### config.mk
export PLATFORM = sky130hd
export DESIGN_NAME = systime_clock
export DESIGN_NICKNAME = d
export VERILOG_FILES = /design/src/rtl/systime_pkg.sv /design/src/rtl/systime_accum.sv /design/src/rtl/systime_counter.sv /design/src/rtl/systime_trigger.sv /design/src/rtl/systime_clock.sv
export SDC_FILE = /design/constraint.sdc
export NUM_CORES = 1
export LEC_CHECK = 0
export ABC_AREA = 1
export ABC_CLOCK_PERIOD_IN_PS = 3700
export BUFFER_PORTS_ARGS = -buffer_cell sky130_fd_sc_hd__buf_2
export CORE_AREA = 2 2 201 243
export CTS_CLUSTER_SIZE = 20
export DETAILED_ROUTE_END_ITERATION = 12
export DIE_AREA = 0 0 203 245
export PLACE_DENSITY = 0.73
export SKIP_LAST_GASP = 1
export SYNTH_ARGS = -nofsm -noshare
export SYNTH_HDL_FRONTEND = slang
export SYNTH_SLANG_ARGS = --single-unit
### constraint.sdc
create_clock -name clk -period 3.7 [get_ports clk]
set_input_delay 0.185 -clock clk [delete_from_list [all_inputs] [get_ports clk]]
set_output_delay 0.185 -clock clk [all_outputs]
set_load 0.05 [all_outputs]
### src/rtl/systime_pkg.sv
package systime_pkg;

    localparam int SEC_W = 32;
    localparam int SUB_W = 31;

    typedef struct packed {
        logic [SEC_W-1:0] sec;
        logic [SUB_W-1:0] sub;
    } systime_t;

    typedef enum logic [1:0] {
        TOP_HOLD    = 2'd0,
        TOP_ADVANCE = 2'd1,
        TOP_LOAD    = 2'd2,
        TOP_ADJUST  = 2'd3
    } time_op_e;

    // Sum with sub-seconds carrying into seconds at 2^SUB_W
    function automatic systime_t systime_plus(systime_t a, systime_t b);
        logic [SUB_W:0] s;
        systime_t       r;
        s     = {1'b0, a.sub} + {1'b0, b.sub};
        r.sub = s[SUB_W-1:0];
        r.sec = a.sec + b.sec + SEC_W'(s[SUB_W]);
        return r;
    endfunction

    // Difference with borrow from seconds when b.sub exceeds a.sub
    function automatic systime_t systime_minus(systime_t a, systime_t b);
        logic [SUB_W:0] d;
        systime_t       r;
        d     = {1'b0, a.sub} - {1'b0, b.sub};
        r.sub = d[SUB_W-1:0];
        r.sec = a.sec - b.sec - SEC_W'(d[SUB_W]);
        return r;
    endfunction

    // Seconds decide first, sub-seconds break ties
    function automatic logic systime_ge(systime_t a, systime_t b);
        if (a.sec != b.sec) begin
            return a.sec > b.sec;
        end
        return a.sub >= b.sub;
    endfunction

endpackage

### src/rtl/systime_accum.sv
module systime_accum #(
    parameter int ACC_W = 32
) (
    input  logic             clk,
    input  logic             rst,
    input  logic             run_i,
    input  logic             load_i,
    input  logic [ACC_W-1:0] load_val_i,
    output logic             tick_o
);

    logic [ACC_W-1:0] acc_q;
    logic [ACC_W-1:0] addend_q;
    logic [ACC_W:0]   acc_sum;

    assign acc_sum = {1'b0, acc_q} + {1'b0, addend_q};
    assign tick_o  = run_i & acc_sum[ACC_W];

    always_ff @(posedge clk) begin
        if (rst) begin
            acc_q    <= '0;
            addend_q <= '0;
        end else begin
            if (run_i) begin
                acc_q <= acc_sum[ACC_W-1:0];
            end
            if (load_i) begin
                addend_q <= load_val_i;
            end
        end
    end


    acc_hold_chk: assert property (@(posedge clk) disable iff (rst)
        !run_i |=> acc_q == $past(acc_q));


    addend_load_chk: assert property (@(posedge clk) disable iff (rst)
        load_i |=> addend_q == $past(load_val_i));


    tick_gate_chk: assert property (@(posedge clk) disable iff (rst)
        !run_i |-> !tick_o);

endmodule

### src/rtl/systime_counter.sv
module systime_counter
    import systime_pkg::*;
#(
    parameter int INC_W = 8
) (
    input  logic             clk,
    input  logic             rst,
    input  logic             enable_i,
    input  logic             fine_i,
    input  logic             tick_i,
    input  logic [INC_W-1:0] incr_i,
    input  logic             init_i,
    input  logic             update_i,
    input  logic             upd_neg_i,
    input  systime_t         upd_val_i,
    output systime_t         now_o
);

    systime_t now_q;
    systime_t now_d;
    systime_t step;
    time_op_e op;
    logic     advance;

    assign advance  = enable_i & (~fine_i | tick_i);
    assign step.sec = '0;
    assign step.sub = SUB_W'(incr_i);

    always_comb begin
        if (init_i) begin
            op = TOP_LOAD;
        end else if (update_i) begin
            op = TOP_ADJUST;
        end else if (advance) begin
            op = TOP_ADVANCE;
        end else begin
            op = TOP_HOLD;
        end
    end

    always_comb begin
        unique case (op)
            TOP_LOAD:    now_d = upd_val_i;
            TOP_ADJUST:  now_d = upd_neg_i ? systime_minus(now_q, upd_val_i)
                                           : systime_plus(now_q, upd_val_i);
            TOP_ADVANCE: now_d = systime_plus(now_q, step);
            default:     now_d = now_q;
        endcase
    end

    always_ff @(posedge clk) begin
        if (rst) begin
            now_q <= '0;
        end else begin
            now_q <= now_d;
        end
    end

    assign now_o = now_q;


    disabled_hold_chk: assert property (@(posedge clk) disable iff (rst)
        (!enable_i && !init_i && !update_i) |=> now_q == $past(now_q));


    fine_idle_chk: assert property (@(posedge clk) disable iff (rst)
        (enable_i && fine_i && !tick_i && !init_i && !update_i) |=> now_q == $past(now_q));


    init_load_chk: assert property (@(posedge clk) disable iff (rst)
        init_i |=> now_q == $past(upd_val_i));


    zero_adjust_chk: assert property (@(posedge clk) disable iff (rst)
        (update_i && !init_i && upd_val_i == '0) |=> now_q == $past(now_q));

endmodule

### src/rtl/systime_trigger.sv
module systime_trigger
    import systime_pkg::*;
(
    input  logic     clk,
    input  logic     rst,
    input  systime_t now_i,
    input  systime_t target_i,
    input  logic     arm_i,
    input  logic     ack_i,
    output logic     armed_o,
    output logic     status_o
);

    logic armed_q;
    logic status_q;
    logic reached;
    logic fire;

    assign reached = systime_ge(now_i, target_i);
    assign fire    = armed_q & reached;

    always_ff @(posedge clk) begin
        if (rst) begin
            armed_q  <= 1'b0;
            status_q <= 1'b0;
        end else begin
            status_q <= fire | (status_q & ~ack_i);
            if (arm_i) begin
                armed_q <= 1'b1;
            end else if (fire) begin
                armed_q <= 1'b0;
            end
        end
    end

    assign armed_o  = armed_q;
    assign status_o = status_q;


    fire_once_chk: assert property (@(posedge clk) disable iff (rst)
        (armed_q && reached && !arm_i) |=> (!armed_q && status_q));


    no_spurious_chk: assert property (@(posedge clk) disable iff (rst)
        (!armed_q && !status_q) |=> !status_q);


    ack_clear_chk: assert property (@(posedge clk) disable iff (rst)
        (ack_i && !(armed_q && reached)) |=> !status_q);


    arm_set_chk: assert property (@(posedge clk) disable iff (rst)
        arm_i |=> armed_q);

endmodule

### src/rtl/systime_clock.sv
module systime_clock
    import systime_pkg::*;
#(
    parameter int INC_W = 8,
    parameter int ACC_W = 32
) (
    input  logic             clk,
    input  logic             rst,
    input  logic             enable_i,
    input  logic             fine_i,
    input  logic [INC_W-1:0] incr_i,
    input  logic [ACC_W-1:0] addend_i,
    input  logic             addend_load_i,
    input  logic [SEC_W-1:0] upd_sec_i,
    input  logic [SUB_W-1:0] upd_sub_i,
    input  logic             upd_neg_i,
    input  logic             init_i,
    input  logic             update_i,
    input  logic [SEC_W-1:0] tgt_sec_i,
    input  logic [SUB_W-1:0] tgt_sub_i,
    input  logic             arm_i,
    input  logic             ack_i,
    output logic [SEC_W-1:0] time_sec_o,
    output logic [SUB_W-1:0] time_sub_o,
    output logic             trig_status_o,
    output logic             trig_armed_o
);

    systime_t upd_val;
    systime_t target;
    systime_t now;
    logic     fine_tick;

    assign upd_val.sec = upd_sec_i;
    assign upd_val.sub = upd_sub_i;
    assign target.sec  = tgt_sec_i;
    assign target.sub  = tgt_sub_i;

    systime_accum #(
        .ACC_W (ACC_W)
    ) accum_i (
        .clk        (clk),
        .rst        (rst),
        .run_i      (enable_i & fine_i),
        .load_i     (addend_load_i),
        .load_val_i (addend_i),
        .tick_o     (fine_tick)
    );

    systime_counter #(
        .INC_W (INC_W)
    ) counter_i (
        .clk       (clk),
        .rst       (rst),
        .enable_i  (enable_i),
        .fine_i    (fine_i),
        .tick_i    (fine_tick),
        .incr_i    (incr_i),
        .init_i    (init_i),
        .update_i  (update_i),
        .upd_neg_i (upd_neg_i),
        .upd_val_i (upd_val),
        .now_o     (now)
    );

    systime_trigger trigger_i (
        .clk      (clk),
        .rst      (rst),
        .now_i    (now),
        .target_i (target),
        .arm_i    (arm_i),
        .ack_i    (ack_i),
        .armed_o  (trig_armed_o),
        .status_o (trig_status_o)
    );

    assign time_sec_o = now.sec;
    assign time_sub_o = now.sub;


    reset_state_chk: assert property (@(posedge clk)
        rst |=> (time_sec_o == '0 && time_sub_o == '0 && !trig_status_o && !trig_armed_o));

endmodule

==> results.cfg, run 1 <==
[status]
run_status = complete, but fails checks
failed_checks = negative setup slack

[sta]
setup-violations-final = 30
rsz0062_at_grt = true
finalMaxSlewViolations = 0
clock.fmax_mhz = 248
fin_hold_ws_ns = 0.0414
finalWorstSetupSlack_ns = -0.338
min_period_ns = 4.04
timing_worst_slew_pin_value_ns = 0.967
headroom_to_the_max_slew_limit = 0.349
worst_clock_skew_ns = 0.0171
final_hold_viol_count = 0
final_min_period_over_clock_period = 1.09

[pwr]
p_comb_frac = 0.570
swShare = 0.486
share_clk_of_total_power = 0.228
internal-power_w = 0.00420
power_density_nw_per_um2 = 307
p_leak_nw = 14.4
power.net_switching_w = 0.00397
peak_ir_drop_on_the_vdd_network_mv = 0.351
power.share.sequential = 0.202

[run]
max_cap_viol = 0

[grt]
grtUsageTotal = 0.359
grt_start_max_net_pins = 54
antenna_found_initial = 2
globalRouteOverflowTotal = 0
grt_pass1_vias = 24900
grt_first_pass_wirelength_um = 138000

[clock_tree]
root_buffer = clkbuf_16
numClockSinks = 129
htreeDepth = 4
number_of_buffers_added_by_the_clock_tree_synthesis_step = 17
clock_tree.buffer_depth = 2
cts_tree = yes
clkTransAtPathRegs_ns = 0.07
insertion_delay_ns = 0.48

[yosys]
post_synthesis_instance_area_um2 = 20200
synth_flop_cell = dfxtp_1
yosys.area.top_type_share = 0.168
yosys_warnings = 0
post_synthesis_net_count = 4028
synthCells = 3587
ys_seq_elements = 129
synth_enable_flop_cells = 0
post_synth.cell_area_avg_um2 = 5.62
synth_top_area_cell = nand2_1
share_of_async_settable_or_async_resettable_flops_after_synthesis = 0
synth.lib_cells_used.distinct = 49
ys_seq_area_frac = 0.128
ys_top_cells_by_area = nand2_1, ha_1, dfxtp_1

[finish]
mostFrequentLayoutCell = nand2_1
layout_common_cells = nand2_1, inv_1, nor2_1
syn2layout_area_growth_pct = 32.0
finish.net_count = 4602
layout-drive-gt1-share = 0.211
finish.instance_area_um2 = 26600

[setup_path]
setup.worst_path.end_class = flop
crit_path_top_delay_cell = fa_1
slowest_stage_delay_cp_ns = 0.45
critPathArrivalTime_ns = 4.38
cpMostUsedCell = nand2_4
critPathRequiredTime_ns = 4.04
cp_num_buf_inv = 3
family_with_the_most_delay_on_the_worst_path = simple AND/OR/NAND/NOR gates
cp_max_fo = 5
start_to_end_type_of_the_worst_setup_path = flop to flop
worst_setup_path_start_kind = flop

[die]
row_count = 88
die_height_um = 245
die-width_um = 203
floorplan.io_pins = 241
initial_utilization = 0.425
core_area_um2 = 47500
die_area_um2 = 49700

[drt]
first_iter_violations = 1943
totalWireLength_um = 91200
route.detailed.drc = 0
postRouteAntennaNets = 0
drt_pass1_iterations = 7
drt-vias-per-instance = 5.43
routed_wire_length_per_instance_um = 19.0
routed-via-count = 26100

[placement]
placedInstanceArea_um2 = 24400
number_of_input_and_output_port_buffers_inserted = 240
finalWeightedCongestion = 1.07
dp_hpwl_um = 72500

[hold_path]
hp-class = primary input to flop
worst paths after layout:
kind / from / end / slack (ns) / depth (start not counted)
min: upd_sub_i[4] / counter_i.now_o[4]$_SDFFE_PP0P_ / 0.04 / 3
min reg2reg: trigger_i.armed_o$_SDFFE_PP0P_ / trigger_i.armed_o$_SDFFE_PP0P_ / 0.48 / 2
max reg2reg: counter_i.now_o[22]$_SDFFE_PP0P_ / counter_i.now_o[45]$_SDFFE_PP0P_ / -0.34 / 26
max: counter_i.now_o[22]$_SDFFE_PP0P_ / counter_i.now_o[45]$_SDFFE_PP0P_ / -0.34 / 26
cell families (layout without fill, tap and decap cells):
| family | after synthesis | count (layout) | synth area share |
|---|---|---|---|
| compound gates | 637 | 637 | 0.172 |
| xor+xnor | 50 | 50 | 0.0217 |
| fa+ha+maj | 265 | 265 | 0.167 |
| buf+inv | 715 | 1302 | 0.137 |
| flops | 129 | 129 | 0.128 |
| mux | 1 | 1 | 0.000497 |
| other cells | 0 | 4 | 0 |
| simple gates | 1790 | 1790 | 0.373 |
power by group through the flow:
stage          Combinational, W  Sequential, W  Clock, W
6_report                0.00465        0.00165   0.00186
2_1_floorplan           0.00236        0.00190         0
3_3_place_gp            0.00418        0.00167         0
3_5_place_dp            0.00419        0.00167         0
5_1_grt                 0.00508        0.00167   0.00192
4_1_cts                 0.00437        0.00165   0.00188
flip-flops by register name, summed over array words and instances, names as in the netlist:
name	flops
trigger_i.status_o	1
accum_i.addend_q	32
accum_i.acc_q	32
trigger_i.armed_o	1
counter_i.now_o	63
worst reg2reg max path: stages (launching register included):
cell	delay, ns
dfxtp_2	0.34
ha_4	0.31
nand2_4	0.07
nor2_4	0.10
inv_2	0.06
nor3_4	0.19
and2_4	0.17
nand2_4	0.05
nand2_4	0.07
nand4_1	0.08
o211ai_1	0.13
fa_1	0.45
inv_1	0.08
ha_2	0.18
nor2_4	0.05
fa_2	0.38
nand2_1	0.07
nand2_1	0.07
nand2_2	0.12
nand3_2	0.09
nand2_2	0.09
nand3_2	0.08
nand2_4	0.15
buf_4	0.13
xor2_1	0.06
o21bai_1	0.23
a31oi_1	0.11
per-stage QoR:
stage | util | setup TNS (ns) | power [W] | worst slack (ns) | cells
after floorplan | - | -0.410 | 0.00427 | -0.122 | 3587
after global placement | 0.514 | -7.82 | 0.00585 | -0.398 | 4690
after detailed placement | 0.514 | -9.09 | 0.00586 | -0.446 | 4690
after CTS | 0.549 | -0.769 | 0.00789 | -0.127 | 4786
after global routing | 0.561 | -10.03 | 0.00867 | -0.493 | 4804
final | 0.561 | -4.10 | 0.00816 | -0.338 | 4808
layout make-up:
cell class / count / area [um^2]
clock buffers: 17 / 425
multi-input cells: 2743 / 15900
well taps: 630 / 788
repair buffers: 637 / 4320
inverters: 633 / 2380
fillers: 4859 / 20800
diodes: 4 / 10.0
clock inverters: 15 / 163
flip-flops and latches: 129 / 2660
Yosys cell counts (10+ instances only):
cell	n
nand2_1	902
inv_1	629
nor2_1	423
nand3_1	278
o21ai_0	277
ha_1	257
a21oi_1	234
dfxtp_1	129
nor3_1	63
nand4_1	57
clkbuf_1	50
xor2_1	35
o21bai_1	30
a31oi_1	28
o211ai_1	21
nor4_1	18
a21o_1	17
nand3b_1	15
xnor2_1	15
or2_2	12
buf_2	10
what timing repair did:
action | 4_1_cts | 5_1_grt
resized for setup | 108 | 109
hold endpoints to repair | 34 | 0
pin swaps | 52 | 66
setup buffers | 31 | 19
hold buffers | 34 | 0
endpoints found under the setup margin | 29 | 31
per-layer routing:
metal | global-route usage | vias up | share of wire
met4 | 0.268 | 0 | 0.082
met3 | 0.0478 | 332 | 0.071
met2 | 0.611 | 1212 | 0.47
li1 | - | 12700 | -
met1 | 0.409 | 11800 | 0.38
met5 | 0 | - | 0
(Power assumes the default switching activity.)
==> run 2, diff against run 1 <==
--- a/config.mk
+++ b/config.mk
@@ -9,6 +9,7 @@
 export ABC_CLOCK_PERIOD_IN_PS = 3700
 export BUFFER_PORTS_ARGS = -buffer_cell sky130_fd_sc_hd__buf_2
 export CORE_AREA = 2 2 201 243
+export CTS_BUF_LIST = sky130_fd_sc_hd__clkbuf_8
 export CTS_CLUSTER_SIZE = 20
 export DETAILED_ROUTE_END_ITERATION = 12
 export DIE_AREA = 0 0 203 245
==> run 2 against run 1 <==
  * Cell count increased by 0.31%
  * Utilization decreased by 0.13 points
  * Combinational power about the same
  * Worst hold slack lost 0.024 ns
  * Maximum frequency up 3.3%
  * Global-route usage decreased by 0.072 points
  * Sequential share of layout area about the same
  * Die area unchanged
  * Via count rose by 0.13%
  * Largest cell class unchanged
  * Non-clock buffer count rose by 15
  * Critical path type unchanged
  * Clock-buffer cell count stayed put
  * The flow still finishes with violations (negative setup slack)
==> results.cfg, run 2 (same netlist as run 1, synthesis figures left out) <==
[drt]
routed_wire_length_per_instance_um = 18.9
totalWireLength_um = 91100
first_iter_violations = 2240
drt-vias-per-instance = 5.42
routed-via-count = 26200
drt_pass1_iterations = 7
route.detailed.drc = 0
postRouteAntennaNets = 0

[setup_path]
reg2reg_setup_slack_ns = -0.21
critPathRequiredTime_ns = 4.11
endpoint = counter_i.now_o[45]$_SDFFE_PP0P_
reg2reg_from = counter_i.now_o[18]$_SDFFE_PP0P_
setup.worst_path.end_class = flop
worstSetupStartpoint = counter_i.now_o[18]$_SDFFE_PP0P_
cp_max_fo = 5
r2r_end = counter_i.now_o[45]$_SDFFE_PP0P_
worstRegToRegCells = 24
worst_setup_path_start_kind = flop
start_to_end_type_of_the_worst_setup_path = flop to flop
critPathArrivalTime_ns = 4.32

[die]
initial_utilization = 0.425
row_count = 88
die_height_um = 245
die-width_um = 203
floorplan.io_pins = 241
die_area_um2 = 49700
core_area_um2 = 47500

[placement]
placedCellCount = 4690
number_of_input_and_output_port_buffers_inserted = 240
dp_hpwl_um = 72500
pre_cts_ws_ns = -0.446
finalWeightedCongestion = 1.07
placedInstanceArea_um2 = 24400

[sta]
rsz0062_at_grt = true
finalMaxSlewViolations = 0
min_period_ns = 3.91
final_min_period_over_clock_period = 1.06
worst_clock_skew_ns = 0.0240
fin_hold_ws_ns = 0.0170
setup-violations-final = 23
finalWorstSetupSlack_ns = -0.208
headroom_to_the_max_slew_limit = 0.402
final_hold_viol_count = 0
timing_worst_slew_pin_value_ns = 0.897
clock.fmax_mhz = 256

[hold_path]
hp-class = primary input to flop

[grt]
antenna_found_initial = 3
grt_first_pass_wirelength_um = 137000
globalRouteOverflowTotal = 0
grt_start_max_net_pins = 54
grtUsageTotal = 0.358
grt_pass1_vias = 25000

[clock_tree]
htreeDepth = 4
clkTransAtPathRegs_ns = 0.11
numClockSinks = 129
cts_tree = yes
number_of_buffers_added_by_the_clock_tree_synthesis_step = 17
insertion_delay_ns = 0.55
clock_tree.buffer_depth = 2
root_buffer = clkbuf_8

[finish]
syn2layout_area_growth_pct = 31.7
largest_register_ff_count = 63
finish.net_count = 4617
seqCellArea_um2 = 2670
multiInputGateArea_um2 = 15800
post_route_insts_no_fill = 4823
layout_common_cells = nand2_1, inv_1, nor2_1
layout-drive-gt1-share = 0.209
finish.instance_area_um2 = 26600
mostFrequentLayoutCell = nand2_1
fillCellCount = 4856

[pwr]
peak_ir_drop_on_the_vdd_network_mv = 0.260
p_leak_nw = 14.3
power_density_nw_per_um2 = 290

[run]
max_cap_viol = 0

[status]
failed_checks = negative setup slack
run_status = complete, but fails checks
==> run 2: metal layers <==
layer	global-route usage	up-vias	share of wire
li1	-	12800	-
met1	0.413	11800	0.38
met2	0.614	1195	0.46
met5	0	-	0
met4	0.252	0	0.081
met3	0.0458	348	0.073
==> run 2: worst min-delay path by stage <==
| stage | startpoint | to | slack [ns] | cells past startpoint |
|---|---|---|---|---|
| after global routing | upd_sub_i[0] | counter_i.now_o[0]$_SDFFE_PP0P_ | 0.05 | 4 |
| after detailed placement | addend_i[2] | accum_i.addend_q[2]$_SDFFE_PP0P_ | 0.41 | 3 |
| after CTS | upd_sec_i[13] | counter_i.now_o[44]$_SDFFE_PP0P_ | 0.004 | 5 |
| final | upd_sec_i[3] | counter_i.now_o[34]$_SDFFE_PP0P_ | 0.02 | 5 |
| after global placement | addend_i[17] | accum_i.addend_q[17]$_SDFFE_PP0P_ | 0.41 | 3 |
| after floorplan | arm_i | trigger_i.armed_o$_SDFFE_PP0P_ | 0.32 | 2 |
==> run 2: area by class of cell <==
cell class              count  area share
flip-flops and latches    129       0.100
repair buffers            652       0.168
multi-input cells        2743       0.597
clock buffers              17     0.00881
clock inverters            15     0.00613
diodes                      4    0.000377
inverters                 633      0.0896
well taps                 630      0.0297
==> run 2: repair_timing <==
action                                  in CTS  in global routing
endpoints found under the setup margin      29                 29
buffers inserted                            32                 19
hold endpoints to repair                    47                  0
hold buffers                                47                  0
pin swaps                                   29                 37
gates resized for setup                    105                106
==> run 2: power by group <==
group / total [W] / switching [W] / internal [W] / leakage, nW
clock: 0.00141 / 0.000839 / 0.000567 / 0.204
sequential: 0.00165 / 0.000143 / 0.00151 / 1.08
combinational: 0.00465 / 0.00291 / 0.00174 / 13.0
total: 0.00771 / 0.00389 / 0.00382 / 14.3
==> run 2: per-stage QoR <==
stage / power (W) / TNS [ns] / util
after floorplan: 0.00427 / -0.410 / -
after global placement: 0.00585 / -7.82 / 0.514
after detailed placement: 0.00586 / -9.09 / 0.514
after CTS: 0.00744 / -0.410 / 0.548
after global routing: 0.00822 / -8.37 / 0.559
final: 0.00771 / -2.62 / 0.560
==> run 2: critical path, stage by stage, from the launching register on <==
cell and delay [ns]:
dfxtp_4 0.37, ha_4 0.24, a21o_1 0.18, a21oi_2 0.15, nand2_2 0.09, a21oi_2 0.17, nand2_2 0.09, nand4_1 0.08
o211ai_1 0.11, fa_2 0.58, inv_2 0.05, ha_4 0.15, nor2_4 0.13, fa_2 0.22, nand2_1 0.05, nand2_1 0.08
nand2_2 0.09, nand3_2 0.08, nand2_2 0.07, nand3_2 0.10, nand2_4 0.09, buf_4 0.15, xor2_1 0.13, o21bai_1 0.21
a31oi_1 0.10
